<file path="src/rtl/pb_pkg.sv">
package pb_pkg;
  typedef enum logic [1:0] {
    SEL_THRESH    = 2'd0,
    SEL_WINDOW    = 2'd1,
    SEL_PRECURSOR = 2'd2,
    SEL_NONE      = 2'd3
  } cfg_sel_e;
endpackage

</file>
<file path="src/rtl/pb_delay_line.sv">
module pb_delay_line #(
  parameter int SW    = 8,
  parameter int DEPTH = 11
) (
  input  logic                 clk,
  input  logic                 rst_n,
  input  logic                 step,
  input  logic signed [SW-1:0] din_i,
  input  logic signed [SW-1:0] din_q,
  output logic signed [SW-1:0] dout_i,
  output logic signed [SW-1:0] dout_q,
  output logic                 full
);
  localparam int AW = (DEPTH > 1) ? $clog2(DEPTH) : 1;
  localparam int FW = $clog2(DEPTH + 1);

  logic [2*SW-1:0] mem [DEPTH];
  logic [AW-1:0]   wptr;
  logic [FW-1:0]   fill;
  logic [2*SW-1:0] rd;

  // the slot about to be overwritten holds the sample DEPTH steps old
  assign rd     = mem[wptr];
  assign dout_i = $signed(rd[2*SW-1:SW]);
  assign dout_q = $signed(rd[SW-1:0]);
  assign full   = (fill == FW'(DEPTH));

  always_ff @(posedge clk) begin
    if (step) mem[wptr] <= {din_i, din_q};
  end

  always_ff @(posedge clk) begin
    if (!rst_n) begin
      wptr <= '0;
      fill <= '0;
    end else if (step) begin
      wptr <= (wptr == AW'(DEPTH - 1)) ? '0 : wptr + 1'b1;
      if (!full) fill <= fill + 1'b1;
    end
  end
endmodule

</file>
<file path="src/rtl/pb_stats_detect.sv">
module pb_stats_detect #(
  parameter int SW    = 8,
  parameter int TH_W  = 8,
  parameter int DEC   = 4,
  parameter int SHIFT = 3,
  parameter int WARM  = 8
) (
  input  logic                 clk,
  input  logic                 rst_n,
  input  logic                 step,
  input  logic signed [SW-1:0] in_i,
  input  logic signed [SW-1:0] in_q,
  input  logic [TH_W-1:0]      thresh,
  output logic                 det_hit,
  output logic [2*SW-1:0]      mean_out
);
  localparam int PW  = 2 * SW;
  localparam int QW  = 2 * PW;
  localparam int LW  = QW + 2 * TH_W;
  localparam int PHW = (DEC > 1) ? $clog2(DEC) : 1;
  localparam int WCW = $clog2(WARM + 1);

  function automatic logic [PW-1:0] power_of(logic signed [SW-1:0] a, logic signed [SW-1:0] b);
    logic signed [PW-1:0] aa;
    logic signed [PW-1:0] bb;
    aa = a * a;
    bb = b * b;
    return $unsigned(aa) + $unsigned(bb);
  endfunction

  function automatic logic [PW-1:0] mean_step(logic [PW-1:0] cur, logic [PW-1:0] tgt);
    logic signed [PW+1:0] c;
    logic signed [PW+1:0] dl;
    c  = $signed({2'b00, cur});
    dl = $signed({2'b00, tgt}) - c;
    return PW'(c + (dl >>> SHIFT));
  endfunction

  function automatic logic [QW-1:0] var_step(logic [QW-1:0] cur, logic [QW-1:0] tgt);
    logic signed [QW+1:0] c;
    logic signed [QW+1:0] dl;
    c  = $signed({2'b00, cur});
    dl = $signed({2'b00, tgt}) - c;
    return QW'(c + (dl >>> SHIFT));
  endfunction

  function automatic logic over_limit(logic [QW-1:0] dsq, logic [QW-1:0] vr, logic [TH_W-1:0] b);
    logic [2*TH_W-1:0] b2;
    logic [LW-1:0]     lim;
    b2  = b * b;
    lim = {{(2*TH_W){1'b0}}, vr} * {{QW{1'b0}}, b2};
    return {{(2*TH_W){1'b0}}, dsq} > lim;
  endfunction

  logic [PHW-1:0] phase;
  logic [PW-1:0]  s1_p;
  logic           s1_dec;
  logic [QW-1:0]  s2_dsq;
  logic           s2_pos;
  logic           s2_dec;
  logic [PW-1:0]  mean_q;
  logic [QW-1:0]  var_q;
  logic [WCW-1:0] warm_cnt;
  logic           warm_ok;

  logic signed [PW:0] d1;
  logic [PW-1:0]      mag1;

  assign d1       = $signed({1'b0, s1_p}) - $signed({1'b0, mean_q});
  assign mag1     = d1[PW] ? PW'(-d1) : PW'(d1);
  assign warm_ok  = (warm_cnt == WCW'(WARM));
  assign det_hit  = step && s2_dec && warm_ok && s2_pos && over_limit(s2_dsq, var_q, thresh);
  assign mean_out = mean_q;

  always_ff @(posedge clk) begin
    if (!rst_n) begin
      phase    <= '0;
      s1_p     <= '0;
      s1_dec   <= 1'b0;
      s2_dsq   <= '0;
      s2_pos   <= 1'b0;
      s2_dec   <= 1'b0;
      mean_q   <= '0;
      var_q    <= '0;
      warm_cnt <= '0;
    end else if (step) begin
      phase  <= phase + 1'b1;
      s1_p   <= power_of(in_i, in_q);
      s1_dec <= (phase == '0);
      s2_dsq <= QW'(mag1) * QW'(mag1);
      s2_pos <= !d1[PW] && (d1 != '0);
      s2_dec <= s1_dec;
      if (s2_dec && !det_hit) begin
        mean_q <= mean_step(mean_q, s1_p_d);
        var_q  <= var_step(var_q, s2_dsq);
        if (!warm_ok) warm_cnt <= warm_cnt + 1'b1;
      end
    end
  end

  // power of the sample held in stage two
  logic [PW-1:0] s1_p_d;
  always_ff @(posedge clk) begin
    if (!rst_n)    s1_p_d <= '0;
    else if (step) s1_p_d <= s1_p;
  end
endmodule

</file>
<file path="src/rtl/pb_timer_bank.sv">
module pb_timer_bank #(
  parameter int NT      = 2,
  parameter int CW      = 17,
  parameter int PRE_MAX = 8
) (
  input  logic            clk,
  input  logic            rst_n,
  input  logic            step,
  input  logic            load,
  input  logic [CW-1:0]   pre_len,
  input  logic [CW-1:0]   win_len,
  output logic            blank,
  output logic            any_busy,
  output logic [NT*CW-1:0] wait_flat
);
  localparam int IW = (NT > 1) ? $clog2(NT) : 1;

  logic [CW-1:0] wt [NT];
  logic [CW-1:0] rm [NT];
  logic [NT-1:0] busy;
  logic [NT-1:0] active;
  logic [CW-1:0] start_gap;
  logic [CW-1:0] len;
  logic [CW-1:0] total;
  logic          load_ok;
  logic          any_free;
  logic [IW-1:0] free_idx;
  logic [IW-1:0] late_idx;
  logic [CW:0]   late_end;

  assign start_gap = CW'(PRE_MAX) - pre_len;
  assign len       = pre_len + win_len;
  assign total     = CW'(PRE_MAX) + win_len;
  assign load_ok   = load && (len != '0);
  assign blank     = |active;
  assign any_busy  = |busy;

  always_comb begin
    any_free = 1'b0;
    free_idx = '0;
    late_idx = '0;
    late_end = '0;
    for (int j = 0; j < NT; j++) begin
      if (!busy[j] && !any_free) begin
        any_free = 1'b1;
        free_idx = IW'(j);
      end
      if (busy[j] && (({1'b0, wt[j]} + {1'b0, rm[j]}) > late_end)) begin
        late_end = {1'b0, wt[j]} + {1'b0, rm[j]};
        late_idx = IW'(j);
      end
    end
  end

  for (genvar j = 0; j < NT; j++) begin : g_tmr
    logic [CW-1:0] nwait;
    logic [CW-1:0] nrem;
    logic          pick_new;
    logic          pick_ext;

    assign busy[j]   = (rm[j] != '0);
    assign active[j] = busy[j] && (wt[j] == '0);
    assign nwait     = (wt[j] != '0) ? wt[j] - 1'b1 : wt[j];
    assign nrem      = active[j] ? rm[j] - 1'b1 : rm[j];
    assign pick_new  = load_ok && any_free && (free_idx == IW'(j));
    assign pick_ext  = load_ok && !any_free && (late_idx == IW'(j));
    assign wait_flat[j*CW +: CW] = wt[j];

    always_ff @(posedge clk) begin
      if (!rst_n) begin
        wt[j] <= '0;
        rm[j] <= '0;
      end else if (step) begin
        if (pick_new) begin
          wt[j] <= start_gap;
          rm[j] <= len;
        end else if (pick_ext) begin
          wt[j] <= nwait;
          rm[j] <= total - nwait;
        end else begin
          wt[j] <= nwait;
          rm[j] <= nrem;
        end
      end
    end
  end
endmodule

</file>
<file path="src/rtl/pulse_blanker.sv">
module pulse_blanker
  import pb_pkg::*;
#(
  parameter int SW        = 8,
  parameter int TH_W      = 8,
  parameter int WIN_W     = 16,
  parameter int PRE_MAX   = 8,
  parameter int NT        = 2,
  parameter int DEC       = 4,
  parameter int EMA_SHIFT = 3,
  parameter int WARM      = 8,
  parameter int DEF_TH    = 5,
  parameter int DEF_WIN   = 16,
  parameter int DEF_PRE   = 4
) (
  input  logic                 clk,
  input  logic                 rst_n,
  input  logic                 in_valid,
  input  logic signed [SW-1:0] in_i,
  input  logic signed [SW-1:0] in_q,
  input  logic                 cfg_we,
  input  logic [1:0]           cfg_addr,
  input  logic [WIN_W-1:0]     cfg_wdata,
  output logic                 out_valid,
  output logic signed [SW-1:0] out_i,
  output logic signed [SW-1:0] out_q,
  output logic                 out_blank
);
  localparam int LAT   = 2;
  localparam int DEPTH = PRE_MAX + LAT + 1;
  localparam int PW    = 2 * SW;
  localparam int CW    = $clog2(PRE_MAX + (1 << WIN_W) + 1);
  localparam int PRW   = $clog2(PRE_MAX + 1);

  logic [TH_W-1:0]  thr_q;
  logic [WIN_W-1:0] win_q;
  logic [PRW-1:0]   pre_q;

  always_ff @(posedge clk) begin
    if (!rst_n) begin
      thr_q <= TH_W'(DEF_TH);
      win_q <= WIN_W'(DEF_WIN);
      pre_q <= PRW'(DEF_PRE);
    end else if (cfg_we) begin
      case (cfg_sel_e'(cfg_addr))
        SEL_THRESH:    thr_q <= cfg_wdata[TH_W-1:0];
        SEL_WINDOW:    win_q <= cfg_wdata;
        SEL_PRECURSOR: pre_q <= (cfg_wdata > WIN_W'(PRE_MAX)) ? PRW'(PRE_MAX) : cfg_wdata[PRW-1:0];
        default: ;
      endcase
    end
  end

  logic signed [SW-1:0] dly_i;
  logic signed [SW-1:0] dly_q;
  logic                 dly_full;
  logic                 det_hit;
  logic [PW-1:0]        stat_mean;
  logic                 blank_now;
  logic                 any_busy;
  logic [NT*CW-1:0]     wait_flat;

  pb_delay_line #(.SW(SW), .DEPTH(DEPTH)) u_delay (
    .clk(clk), .rst_n(rst_n), .step(in_valid),
    .din_i(in_i), .din_q(in_q),
    .dout_i(dly_i), .dout_q(dly_q), .full(dly_full)
  );

  pb_stats_detect #(.SW(SW), .TH_W(TH_W), .DEC(DEC), .SHIFT(EMA_SHIFT), .WARM(WARM)) u_stats (
    .clk(clk), .rst_n(rst_n), .step(in_valid),
    .in_i(in_i), .in_q(in_q), .thresh(thr_q),
    .det_hit(det_hit), .mean_out(stat_mean)
  );

  pb_timer_bank #(.NT(NT), .CW(CW), .PRE_MAX(PRE_MAX)) u_timers (
    .clk(clk), .rst_n(rst_n), .step(in_valid), .load(det_hit),
    .pre_len(CW'(pre_q)), .win_len(CW'(win_q)),
    .blank(blank_now), .any_busy(any_busy), .wait_flat(wait_flat)
  );

  always_ff @(posedge clk) begin
    if (!rst_n) begin
      out_valid <= 1'b0;
      out_i     <= '0;
      out_q     <= '0;
      out_blank <= 1'b0;
    end else begin
      out_valid <= in_valid && dly_full;
      if (in_valid && dly_full) begin
        out_i     <= blank_now ? '0 : dly_i;
        out_q     <= blank_now ? '0 : dly_q;
        out_blank <= blank_now;
      end
    end
  end
endmodule

</file>
<file path="config.mk">
export PLATFORM = sky130hd
export DESIGN_NAME = pulse_blanker
export DESIGN_NICKNAME = d
export VERILOG_FILES = /design/src/rtl/pb_pkg.sv /design/src/rtl/pb_delay_line.sv /design/src/rtl/pb_stats_detect.sv /design/src/rtl/pb_timer_bank.sv /design/src/rtl/pulse_blanker.sv
export SDC_FILE = /design/constraint.sdc
export NUM_CORES = 2
export LEC_CHECK = 0
export CORE_MARGIN = 2
export CORE_UTILIZATION = 53
export CTS_BUF_LIST = sky130_fd_sc_hd__clkbuf_2
export DETAILED_ROUTE_END_ITERATION = 7
export DONT_BUFFER_PORTS = 1
export GPL_TIMING_DRIVEN = 0
export MAX_ROUTING_LAYER = met4
export PLACE_DENSITY = 0.66
export SYNTH_ARGS = -nofsm -noshare
export SYNTH_HDL_FRONTEND = slang
export SYNTH_SLANG_ARGS = --single-unit
export TNS_END_PERCENT = 30
</file>
<file path="constraint.sdc">
create_clock -name clk -period 31.3 [get_ports clk]
set_input_delay 3.13 -clock clk [delete_from_list [all_inputs] [get_ports clk]]
set_output_delay 3.13 -clock clk [all_outputs]
set_load 0.02 [all_outputs]
</file>
== Yosys cells after proc, flatten, opt, wreduce, memory -nomap -nowiden ==
Memory sizes are Yosys's and may differ from the RTL's. A register that Yosys moved wholly into a read port is not among the register bits.
Cells that the tools add are included.
Storage, ports and cells
  bits in writable memories: 244
  output and inout bits: 18
  register bits: 175
  memories: 3
  logic and storage cells: 173
Memory list
  u_delay.mem: depth 11, width 16, read ports 1, clocked after Yosys merged registers in 1, write ports 1, RTL line pb_delay_line.sv:17  | logic [2*SW-1:0] mem [DEPTH];
  u_timers.rm: depth 2, width 17, read ports 2, clocked after Yosys merged registers in 0, write ports 2, RTL line pb_timer_bank.sv:19  | logic [CW-1:0] rm [NT];
  u_timers.wt: depth 2, width 17, read ports 2, clocked after Yosys merged registers in 0, write ports 2, RTL line pb_timer_bank.sv:18  | logic [CW-1:0] wt [NT];
Operators by class
  order comparisons: 4
  bitwise logic cells: 16
  muxes and demuxes: 59
  reductions and logical operators: 40
  $add $sub $neg: 22
  multipliers: 5
  equal/unequal tests: 5
Operator list (count)
  17-bit 2-to-1 mux: 16
  17-bit nonzero test: 6
  17-bit by 1-bit subtractor with 17-bit output (second input constant): 4
  32-bit by 48-bit > comparator with 1-bit output: 1
  32-bit by 16-bit multiplier with 48-bit output: 1
  8-bit by 8-bit multiplier with 16-bit output: 3
  17-bit by 17-bit adder with 18-bit output: 2
  1-bit 2-to-1 mux: 35
  17-bit zero test: 2
  16-bit by 16-bit subtractor with 17-bit output: 2
  17-bit subtractor: 2
  32-bit by 32-bit subtractor with 33-bit output: 1
  32-bit by 30-bit adder with 32-bit output: 1
  16-bit by 16-bit multiplier with 32-bit output: 1
  1-bit logical AND: 19
  18-bit by 1-bit > comparator with 1-bit output (second input constant): 1
  18-bit > comparator: 1
  18-bit 2-to-1 mux: 1
  4-bit by 16-bit adder with 17-bit output: 1
  4-bit by 16-bit adder with 17-bit output (first input constant): 1
  16-bit by 14-bit adder with 16-bit output: 1
  16-bit adder: 1
  16-bit by 4-bit > comparator with 1-bit output (second input constant): 1
  16-bit 2-to-1 mux: 1
  16 further kinds: 46

== Logic depth before layout (Yosys ltp) ==
An unclocked memory read counts as a cell.
  depth after elaboration: 17
  mapped depth: 59
  gate-level depth less buffers: 53

== By module ==
Synthesis repeated with hierarchy kept, for this count alone.
Unflattened totals
  cell total of the unflattened synthesis: 6376
  area, all modules: 57691.6 um^2
By module, submodules not included
  pb_stats_detect: times used 1, area each 39246.4 um^2, cells an instance 4635
  pb_timer_bank: times used 1, area each 9142.5 um^2, cells an instance 1101
  pb_delay_line: times used 1, area each 7404.6 um^2, cells an instance 440
  pulse_blanker: times used 1, area each 1898.1 um^2, cells an instance 200

== Worst setup path before layout ==
Ideal clock, no wire load.
  path type: reg2reg
  start point: register thr_q[0]
  end point: memory u_timers.rm[1][0], enable pin
  period minus slack after synthesis: 13407 ps
  data arrival time: 13011 ps
  library setup time: 397 ps
  stages on the path, launching flop included: 57
  slack: 17893 ps
  required time: 30903 ps
  path through: dfxtp_1 clkbuf_1 clkbuf_1 nand2_1 fa_1 inv_1 fa_1 ha_1 inv_1 fa_1 inv_1 ha_1 nor2b_1 o21ai_0 a21boi_0 o21ai_0 a21boi_0 o21ai_0 [21 not listed] o21bai_1 a21oi_1 xor2_1 ha_1 and4_1 and3_1 nand2_1 o2111ai_1 or3_1 a211oi_1 o22a_1 nand4_1 nand2b_1 buf_6 o31a_1 buf_2 buf_2 a21oi_1
RTL lines
  from (decl): RTL line pulse_blanker.sv:35  | logic [TH_W-1:0] thr_q;
  from (signal assigned): RTL line pulse_blanker.sv:41  | thr_q <= TH_W'(DEF_TH);
  from (signal assigned): RTL line pulse_blanker.sv:46  | SEL_THRESH: thr_q <= cfg_wdata[TH_W-1:0];
  to (decl): RTL line pb_timer_bank.sv:19

==> out/qor.csv <==
metric;value;unit
Port-buffer cells;0;
total wirelength of the detailed-routed design;151;mm
fraction of synthesis flops using an asynchronous set or reset pin;0;%
Die X;329;um
Ys Warns;0;
average instance area after synthesis;9.39;sq um
CORE AREA;0.105;sq mm
number of rows in the core area;119;
Via-to-Cell Ratio;5.56;
effective utilization at floorplan;53.3;%
layout cells sized above 1;5.91;%
maximum number of pins on one net before global-route repair;35;
part of the cycle the worst path needs;55.6;%
DRT antenna net count;0;
critical path data required time;32.23;ns
final worst clock skew;0.0873;ns
data arrival time of the worst path;18.35;ns
fraction of the yosys area taken by sequential cells;19.4;%
share of the synthesized area in compound gates (AO/OA/AOI/OAI);9.48;%
simple-gate share of the synthesized area;15.3;%
Post-synth EDFFs;244;
Fillers;9657;
Final Setup Violations;0;
area of the die;0.108;sq mm
most common cell after layout, fill and taps aside;sky130_fd_sc_hd__inv_1;
io pins;56;
startpoint type of the worst setup path;register;
HPWL reported at the end of detailed placement;124;mm
RSZ-0062 raised after global routing;false;
clock insertion delay at the later pin of the skew report;1.28;ns
DRC violations left;0;
slowest stage cell on the critical path;sky130_fd_sc_hd__xnor2_1;
synthesized-area fraction occupied by xor and xnor cells;5.47;%
antenna violations before repair;10;
maximum fanout along the worst path;12;
1st-iter DRT viols;2936;
depth of the CTS H-tree;3;
# clock sinks;422;
number of instances in the synthesized netlist;5971;
Cell variety after synth;94;
first-pass GRT wire length;238;mm
most used cell along the critical path;sky130_fd_sc_hd__fa_1;
clock-pin slew reported for the worst setup and hold paths after clock tree synthesis;0.10;ns
global placer's final weighted congestion;0.973;
synthesized area;0.0560;sq mm
fin nets;7391;
maximum count of clock buffers along a single path;3;
portion of netlist area occupied by mux cells;4.31;%
Hold-fix buffers, CTS;0;
time the final worst path needs with I/O delays and setup;17.42;ns
critical path type;reg2reg;
detailed-router iteration count before antenna repair;6;
setup tns final;0;ns
global-route congestion overflow total;0;
Total GRT Usage;29.2;%
CTS Root Buffer Type;sky130_fd_sc_hd__clkbuf_2;
TritonCTS clock tree;done;
via count of the first global-routing pass;42400;
worst slew pin tran;1.34;ns
Max-slew headroom;9.77;%
maxcap violations;0;
area delta synth->final;5.44;%
predominant post-synthesis flop cell;sky130_fd_sc_hd__edfxtp_1;
most frequent cells in the layout;sky130_fd_sc_hd__inv_1 (1040), sky130_fd_sc_hd__fa_1 (701), sky130_fd_sc_hd__nand2_1 (561);
Seq cells post-synth;422;
CP peak stage delay;0.75;ns
max-slew violation count;0;
routed wire length per instance;19.9;um
run status;complete, no violations;
CP Capture Type;register;
post-synth net total;7267;
post_cts resized;0;
number of buffers created by CTS;105;
f_max;57.4;MHz
Hold Path Class;reg2reg;
fraction of the mapped netlist area in adder cells;37.5;%
chip height;329;um
Final Hold Vio Count;0;
via count of the routed design;42200;
setup bufs post-CTS;0;
largest family of logic cells by synthesized area;adder cells;
==> synthesized netlist by cell type, types with 27 or more instances <==
cell	number	area share [%]
sky130_fd_sc_hd__mux4_2	48	1.9
sky130_fd_sc_hd__mux2_2	27	0.54
sky130_fd_sc_hd__nand2_1	561	3.8
sky130_fd_sc_hd__nand4_1	27	0.30
sky130_fd_sc_hd__clkbuf_1	167	1.1
sky130_fd_sc_hd__ha_1	557	12
sky130_fd_sc_hd__edfxtp_1	244	13
sky130_fd_sc_hd__inv_1	1041	7.0
sky130_fd_sc_hd__and3_1	32	0.36
sky130_fd_sc_hd__xor2_1	122	1.9
sky130_fd_sc_hd__a211oi_1	33	0.44
sky130_fd_sc_hd__a21oi_1	208	1.9
sky130_fd_sc_hd__nand2b_1	103	1.1
sky130_fd_sc_hd__nor2_1	282	1.9
sky130_fd_sc_hd__dfxtp_1	178	6.4
sky130_fd_sc_hd__o21a_1	30	0.40
sky130_fd_sc_hd__xnor2_1	226	3.5
sky130_fd_sc_hd__fa_1	701	25
sky130_fd_sc_hd__o21ai_0	146	1.3
sky130_fd_sc_hd__nor3_1	69	0.62
sky130_fd_sc_hd__nor4_1	32	0.36
sky130_fd_sc_hd__nor2b_1	157	1.8
sky130_fd_sc_hd__a21o_1	99	1.3
sky130_fd_sc_hd__and2_1	261	2.9
sky130_fd_sc_hd__a21boi_0	27	0.36
sky130_fd_sc_hd__mux2i_1	103	1.8
sky130_fd_sc_hd__o21bai_1	39	0.52
sky130_fd_sc_hd__nand3_1	75	0.67
==> layer usage <==
layer / track usage, % / up-vias / share of wire [%]
li1: - / 19800 / -
met1: 39.0 / 21000 / 44
met2: 46.8 / 1147 / 47
met3: 3.66 / 231 / 5.8
met4: 8.69 / 0 / 2.9
met5: - / - / 0
==> metrics by stage <==
stage	std cells	util, %	setup WS [ns]	area (sq um)	hold slack (ns)
final	7577	56.2	13.88	59100	0.495
after global routing	7576	56.2	13.13	59100	0.523
after CTS	7571	56.2	14.16	59100	0.497
after detailed placement	7379	55.2	14.21	58100	0.483
after global placement	7362	55.0	13.47	57800	0.467
after floorplan	5971	-	17.89	56000	0.443
==> critical path: cells and delay by family (launching register included) <==
kind | cells | cell delay [ns]
compound gates | 18 | 4.41
simple gates | 12 | 2.88
buf+inv | 12 | 2.90
fa+ha+maj | 13 | 5.45
flops | 1 | 0.62
xor+xnor | 2 | 0.86
==> registers in the layout (all words and copies together), names as in the netlist, 8 cells and up, named ones only <==
signal            cells
u_timers.wt          34
u_stats.mean_out     16
u_stats.var_q        32
u_stats.s1_p_d       16
u_stats.s1_p         16
out_q                 8
u_stats.s2_dsq       31
win_q                16
u_delay.mem         176
thr_q                 8
out_i                 8
u_timers.rm          34
==> logic make-up after synthesis <==
kind of cell	Yosys count
AND/OR/NAND/NOR	1709
adder cells (fa/ha/maj)	1258
buffers and inverters	1253
AO/OA/AOI/OAI	802
flip-flops	422
XOR/XNOR	349
multiplexers	178
==> layout make-up <==
type	instances	area, sq um	area share [%]
antenna	6	15.0	0.0254
buffer	208	848	1.44
clock buffer	159	796	1.35
clock inverter	33	205	0.347
inverter	1045	3920	6.64
multi-input combinational	4296	40500	68.5
sequential	422	10900	18.4
tap	1391	1740	2.95
timing repair buffer	17	206	0.349
==> final timing paths <==
kind                                                          to  slack (ns)  cells past startpoint                        startpoint
worst max-delay path                 u_timers.rm[0][1]$_DFFE_PP_       13.88                     57             thr_q[0]$_SDFFE_PN1P_
worst min-delay path            u_stats.warm_cnt[3]$_SDFFE_PN0P_        0.50                      2  u_stats.warm_cnt[3]$_SDFFE_PN0P_
worst max register to register       u_timers.rm[0][1]$_DFFE_PP_       13.88                     57             thr_q[0]$_SDFFE_PN1P_
worst min register to register  u_stats.warm_cnt[3]$_SDFFE_PN0P_        0.50                      2  u_stats.warm_cnt[3]$_SDFFE_PN0P_
Power is left out: the tool's default activity adds up to more than one toggle a clock period on the data nets, which glitch-free logic cannot reach.
